### src/rtl/serial_seg_driver.sv
module serial_seg_driver #(
  parameter bit EXTRA_SEG = 1'b0,
  parameter int BP_HALF   = 64,
  parameter int LATCH_CNT = 36,
  localparam int NSEG = 32 + int'(EXTRA_SEG),
  localparam int DW   = (BP_HALF > 2) ? $clog2(BP_HALF) : 1
) (
  input  logic            clk,
  input  logic            rst,
  input  logic            sclk,
  input  logic            sdata,
  input  logic            en_n,
  output logic [NSEG-1:0] seg,
  output logic            bp
);

  logic [2:0]      sclk_q;
  logic [1:0]      sd_q;
  logic [1:0]      en_q;
  logic            rise, sd_s, gate, load;
  logic            busy;
  logic [5:0]      cnt;
  logic [NSEG-1:0] shreg, lat;
  logic [DW-1:0]   div;

  always_ff @(posedge clk) begin
    if (rst) begin
      sclk_q <= '0;
      sd_q   <= '0;
      en_q   <= '1;
    end else begin
      sclk_q <= {sclk_q[1:0], sclk};
      sd_q   <= {sd_q[0], sdata};
      en_q   <= {en_q[0], en_n};
    end
  end

  assign rise = sclk_q[1] & ~sclk_q[2];
  assign sd_s = sd_q[1];
  assign gate = !EXTRA_SEG && en_q[1];
  assign load = !gate && rise && busy && (cnt == 6'(LATCH_CNT - 1));

  always_ff @(posedge clk) begin
    if (rst) begin
      busy  <= 1'b0;
      cnt   <= '0;
      shreg <= '0;
    end else if (gate) begin
      busy <= 1'b0;
      cnt  <= '0;
    end else if (rise) begin
      if (!busy) begin
        if (sd_s) begin
          busy <= 1'b1;
          cnt  <= 6'd1;
        end
      end else if (load) begin
        busy <= 1'b0;
        cnt  <= '0;
      end else begin
        cnt <= cnt + 6'd1;
        if (cnt <= 6'(NSEG)) shreg <= {shreg[NSEG-2:0], sd_s};
      end
    end
  end

  always_ff @(posedge clk) begin
    if (rst)       lat <= '0;
    else if (load) lat <= shreg;
  end

  always_ff @(posedge clk) begin
    if (rst) begin
      div <= '0;
      bp  <= 1'b0;
    end else if (div == DW'(BP_HALF - 1)) begin
      div <= '0;
      bp  <= ~bp;
    end else begin
      div <= div + 1'b1;
    end
  end

  assign seg = lat ^ {NSEG{bp}};

  a_r1_start_on_one: assert property (@(posedge clk) disable iff (rst)
    $rose(busy) |-> $past(sd_s) && $past(rise));

  a_r3_idle_at_count: assert property (@(posedge clk) disable iff (rst)
    $fell(busy) |-> $past(gate) || ($past(cnt) == 6'(LATCH_CNT - 1)));

  a_r4_hold_latch: assert property (@(posedge clk) disable iff (rst)
    !load |=> $stable(lat));

  a_r5_gate_idle: assert property (@(posedge clk) disable iff (rst)
    gate |=> !busy && (cnt == 6'd0));

  a_r7_bp_toggle: assert property (@(posedge clk) disable iff (rst)
    (bp != $past(bp)) |-> ($past(div) == DW'(BP_HALF - 1)));

endmodule

### config.mk
export PLATFORM = sky130hd
export DESIGN_NAME = serial_seg_driver
export DESIGN_NICKNAME = d
export VERILOG_FILES = /design/src/rtl/serial_seg_driver.sv
export SDC_FILE = /design/constraint.sdc
export NUM_CORES = 1
export LEC_CHECK = 0
export BUFFER_PORTS_ARGS = -buffer_cell sky130_fd_sc_hd__buf_4
export CORE_MARGIN = 3
export CORE_UTILIZATION = 58
export CTS_BUF_LIST = sky130_fd_sc_hd__clkbuf_16
export CTS_CLUSTER_DIAMETER = 100
export CTS_CLUSTER_SIZE = 14
export DETAILED_ROUTE_END_ITERATION = 16
export HOLD_SLACK_MARGIN = 0.06
export PLACE_DENSITY = 0.79
export SYNTH_ARGS = -nofsm -noshare
export SYNTH_HDL_FRONTEND = slang
export SYNTH_SLANG_ARGS = --single-unit
### constraint.sdc
create_clock -name clk -period 1.82 [get_ports clk]
set_input_delay 0.182 -clock clk [delete_from_list [all_inputs] [get_ports clk]]
set_output_delay 0.182 -clock clk [all_outputs]
set_load 0.02 [all_outputs]
Yosys cells after proc, flatten, opt, wreduce, memory -nomap -nowiden
Index checks and enable logic that the tools add are counted.
W data, S select, Z words.

storage, ports and cells
  output and inout bits = 33
  word-level logic and storage cells = 35
  bits in registers = 85
  bits of input ports = 5

operators by class
  add/sub/neg operators = 2
  reduce and logical (&&, ||, !) cells = 9
  equal/unequal tests = 2
  magnitude comparators = 1
  bitwise logic cells = 6
  muxes and demuxes = 6

operators with widths
  kind                   count
  $xor A32 B32 Y32       1
  $mux W6                3
  $add A6 B1 Y6 const B  2
  $eq A6 B6 Y1 const B   2
  $le A6 B6 Y1 const B   1
  $reduce_and A5 Y1      1
  $not A1 Y1             4
  $reduce_or A2 Y1       2
  $logic_and A1 B1 Y1    3
  $mux W1                3
  $reduce_and A2 Y1      1
  $reduce_bool A2 Y1     1
  $and A1 B1 Y1          1
  $logic_not A1 Y1       1

Logic depth before layout (Yosys ltp)
  word-level depth = 7
  depth in mapped cells = 7

Worst setup path after synthesis
Ideal clock, no wire load.

  path type = reg2out
  from = register bp
  to = output seg[10]
  setup slack = 0.291 ns
  cell stages (with the launch flop) = 4
  data arrival time = 1.347 ns
  required time = 1.638 ns
  path buffers = 2
  cells stage by stage = dfxtp_1 > clkbuf_1 > buf_2 > xor2_1

between the ends
  word-level cells in the longest chain between the ends = 1

RTL lines
  item                    line  RTL
  start, declared         14    output logic bp
  start signal, assigned  78    bp <= ~bp;
  $xor A32 B32 Y32        84    assign seg = lat ^ {NSEG{bp}};
  end, declared           13    output logic [NSEG-1:0] seg,

No other way between the ends.

Worst setup path after layout
  from = register cnt[0]
  to = register shreg[27]

between the ends
  word-level cells in the longest chain between the ends = 4

RTL lines
  item                                                  line  RTL
  start, declared                                       22    logic [5:0] cnt;
  start signal, assigned                                61    cnt <= cnt + 6'd1;
  branches (longest 3 deep; another with $le A6 B6 Y1)  --
  $reduce_and A5 Y1 (no line) (*)                       --
  end signal, assigned                                  62    if (cnt <= 6'(NSEG)) shreg <= {shreg[NSEG-2:0], sd_s};
  end, declared                                         23    logic [NSEG-1:0] shreg, lat;

Mark *: on every way between the ends.
A chain may end at the register's enable or synchronous reset.

==> run_results.csv <==
group,metric,value,unit
placement,dpl_cell_area,3812,µm²
floorplanning,num_io_pins,38,
global_route,grt_overflow_total,0,
worst_hold_path,min_path_type,"in2reg",
route,drt_pre_antenna_iters,4,
route,vias,2571,
route,initialDrtViolationCount,116,
logic_synthesis,ys_seq_area_share,48.59,%
logic_synthesis,synth_nets,383,
finish,diodes,0,
logic_synthesis,yosysTopAreaCell,"dfxtp_1",
global_route,track_usage,19.79,%
timing,setup_viol,0,
logic_synthesis,yosysMostFrequentCell,"dfxtp_1",
floorplanning,die_area,7007,µm²
route,ant_nets,0,
route,wl_per_cell,13.50,µm
flow_run,maxCapViolCount,0,
route,drc,0,
timing,hold_viol_final,0,
status,status,"finished clean",
global_route,grt_max_degree,79,
power_and_ir_drop,p_leak,1.664,nW
critical_path,arrival,1.86,ns
finish,instances_no_fill,485,
placement,dp_hpwl,4104,µm
timing,skew,0.004534,ns
timing,tightest_slew,0.6466,ns
finish,layout-drive-gt1-share,15.25,%
finish,nFillCells,429,
finish,syn_to_final_growth,17.22,%
clock_network,clkLatencyLatePin,0.32,ns
logic_synthesis,avgSynthCellArea,9.339,µm²
power_and_ir_drop,p_switching,719.7,µW
global_route,grt_pass1_vias,2496,
logic_synthesis,synth-warning-count,0,
finish,nNetsFinal,416,
finish,utilization,72.33,%
route,vias_per_cell,5.301,
timing,finalMaxSlewViolations,0,
placement,io_buffers,37,
logic_synthesis,syn_inst,375,
logic_synthesis,synthTopCellsByCount,"dfxtp_1 (85), nand2_1 (68), a21oi_1 (35)",
global_route,antenna_found_initial,0,
power_and_ir_drop,vdd_drop_max,0.6698,mV
critical_path,end_kind,"flop",
floorplanning,fp.coreArea,5675,µm²
clock_network,cts_buffer_depth,2,
timing,tns,0,ns
placement,routabilityCongestion,0.7955,
clock_network,clk_pin_slew_worst_paths,0.06,ns
clock_network,cts_tree,"yes",
logic_synthesis,synth-main-ff-cell,"dfxtp_1",
finish,fin_area,4105,µm²
power_and_ir_drop,p_int,2.944,mW
power_and_ir_drop,power_density,892.5,nW/µm²
power_and_ir_drop,switching_share,19.64,%
logic_synthesis,yosysTopAreaCellShare,48.59,%
power_and_ir_drop,p_clk_share,46.9,%
clock_network,cts_sinks,85,
floorplanning,rows,27,
timing,finalCritPeriodShare,88.61,%
critical_path,worstPathRequired,2.06,ns
floorplanning,die_w,83.71,µm
critical_path,start_kind,"flop",
timing,rsz0062_at_grt,"false",
timing,slew_headroom,56.89,%
floorplanning,fp.dieH,83.71,µm
clock_network,post_cts_buffers,0,
logic_synthesis,synth-edff-count,0,
route,wl,6546,µm
timing,fin_crit,1.613,ns
power_and_ir_drop,pwr-share-seq,51.3,%
critical_path,crit_type,"reg2reg",
timing,whs,0.07390,ns
floorplanning,start_util,61.71,%
logic_synthesis,async_reset_ff_share,0,%
logic_synthesis,synth_seq_cells,85,
logic_synthesis,synth_area_leaders,"dfxtp_1 (49%), mux2i_1 (9.1%), xor2_1 (8.5%)",
logic_synthesis,synth_cell_type_count,29,
logic_synthesis,syn_area,3502,µm²
clock_network,cts_root_buf,"clkbuf_16",
clock_network,cts_max_level,3,
critical_path,cp_max_fo,32,
placement,dp.cells,468,
timing,max_freq,620.1,MHz
global_route,grt_pass1_wl,11500,µm
clock_network,cts_buffers,9,
power_and_ir_drop,p_comb_share,1.8,%
==> sequential cells by signal (all words and copies together), names as in the netlist <==
name and count:
lat 32, sclk_q 3, div 6, bp 1
en_q 2, shreg 32, sd_q 2, cnt 6
busy 1
==> metal layers <==
layer,GRT usage (%),vias up,part of all wire [%]
met5,0,-,0
met4,7.749,0,0.70
met3,3.455,4,2.5
met2,34.35,35,54
met1,24.27,1232,43
li1,-,1300,-
==> metrics by stage <==
stage	total power, mW	worst slack [ns]
5_1_grt	3.796	0.1004
2_1_floorplan	1.970	0.2913
3_3_place_gp	1.984	0.3103
6_report	3.664	0.2073
4_1_cts	3.699	0.2010
3_5_place_dp	1.986	0.2141
==> power by group through the flow <==
stage | Combinational [mW] | Clock (mW) | Sequential [mW]
6_report | 0.0660 | 1.72 | 1.88
5_1_grt | 0.0741 | 1.84 | 1.88
4_1_cts | 0.0667 | 1.75 | 1.88
3_5_place_dp | 0.0645 | 0 | 1.92
3_3_place_gp | 0.0631 | 0 | 1.92
2_1_floorplan | 0.0500 | 0 | 1.92
==> kinds of logic after synthesis <==
group / after synthesis / share of synthesized area, %
simple gates: 145 / 20.04
flops: 85 / 48.59
compound gates: 44 / 7.074
xor+xnor: 39 / 9.754
mux: 32 / 9.146
buf+inv: 27 / 4.323
fa+ha+maj: 3 / 1.072
==> worst max-delay path: stages (launching register included) <==
cell	delay (ns)
dfxtp_1	0.36
ha_1	0.27
inv_1	0.11
nand3_1	0.12
a21boi_4	0.20
buf_12	0.24
mux2i_1	0.23
==> final cells by class <==
type	count	area [µm²]	area share, %
Inverter	4	15.01	0.3657
Multi-Input combinational cell	263	1649	40.17
Clock buffer	9	225.2	5.486
Sequential cell	85	1703	41.48
Tap cell	72	90.09	2.194
Timing Repair Buffer	45	365.4	8.900
Clock inverter	7	57.56	1.402
==> worst paths after layout <==
path	start	to	slack [ns]	cells after the start
worst min register to register	en_q[0]	en_q[1]	0.41	1
worst max-delay path	cnt[0]	shreg[27]	0.21	6
worst min-delay path	sclk	sclk_q[0]	0.07	2
worst max register to register	cnt[0]	shreg[27]	0.21	6
==> layout by cell type, fill, tap and decap left out, types with 7 or more instances in the layout <==
| cell type | instances |
|---|---|
| xor2_1 | 34 |
| nor2_1 | 15 |
| buf_4 | 42 |
| nor2b_1 | 8 |
| a21oi_1 | 35 |
| nand2_1 | 68 |
| clkbuf_16 | 9 |
| nand3_1 | 7 |
| nand2b_1 | 34 |
| mux2i_1 | 32 |
| dfxtp_1 | 84 |
==> timing repair <==
action	4_1_cts	5_1_grt
endpoints found under the setup margin	0	0
resized for setup	0	0
hold buffers	1	0
hold endpoints to repair	1	0
Power figures use the tool's default switching activity.
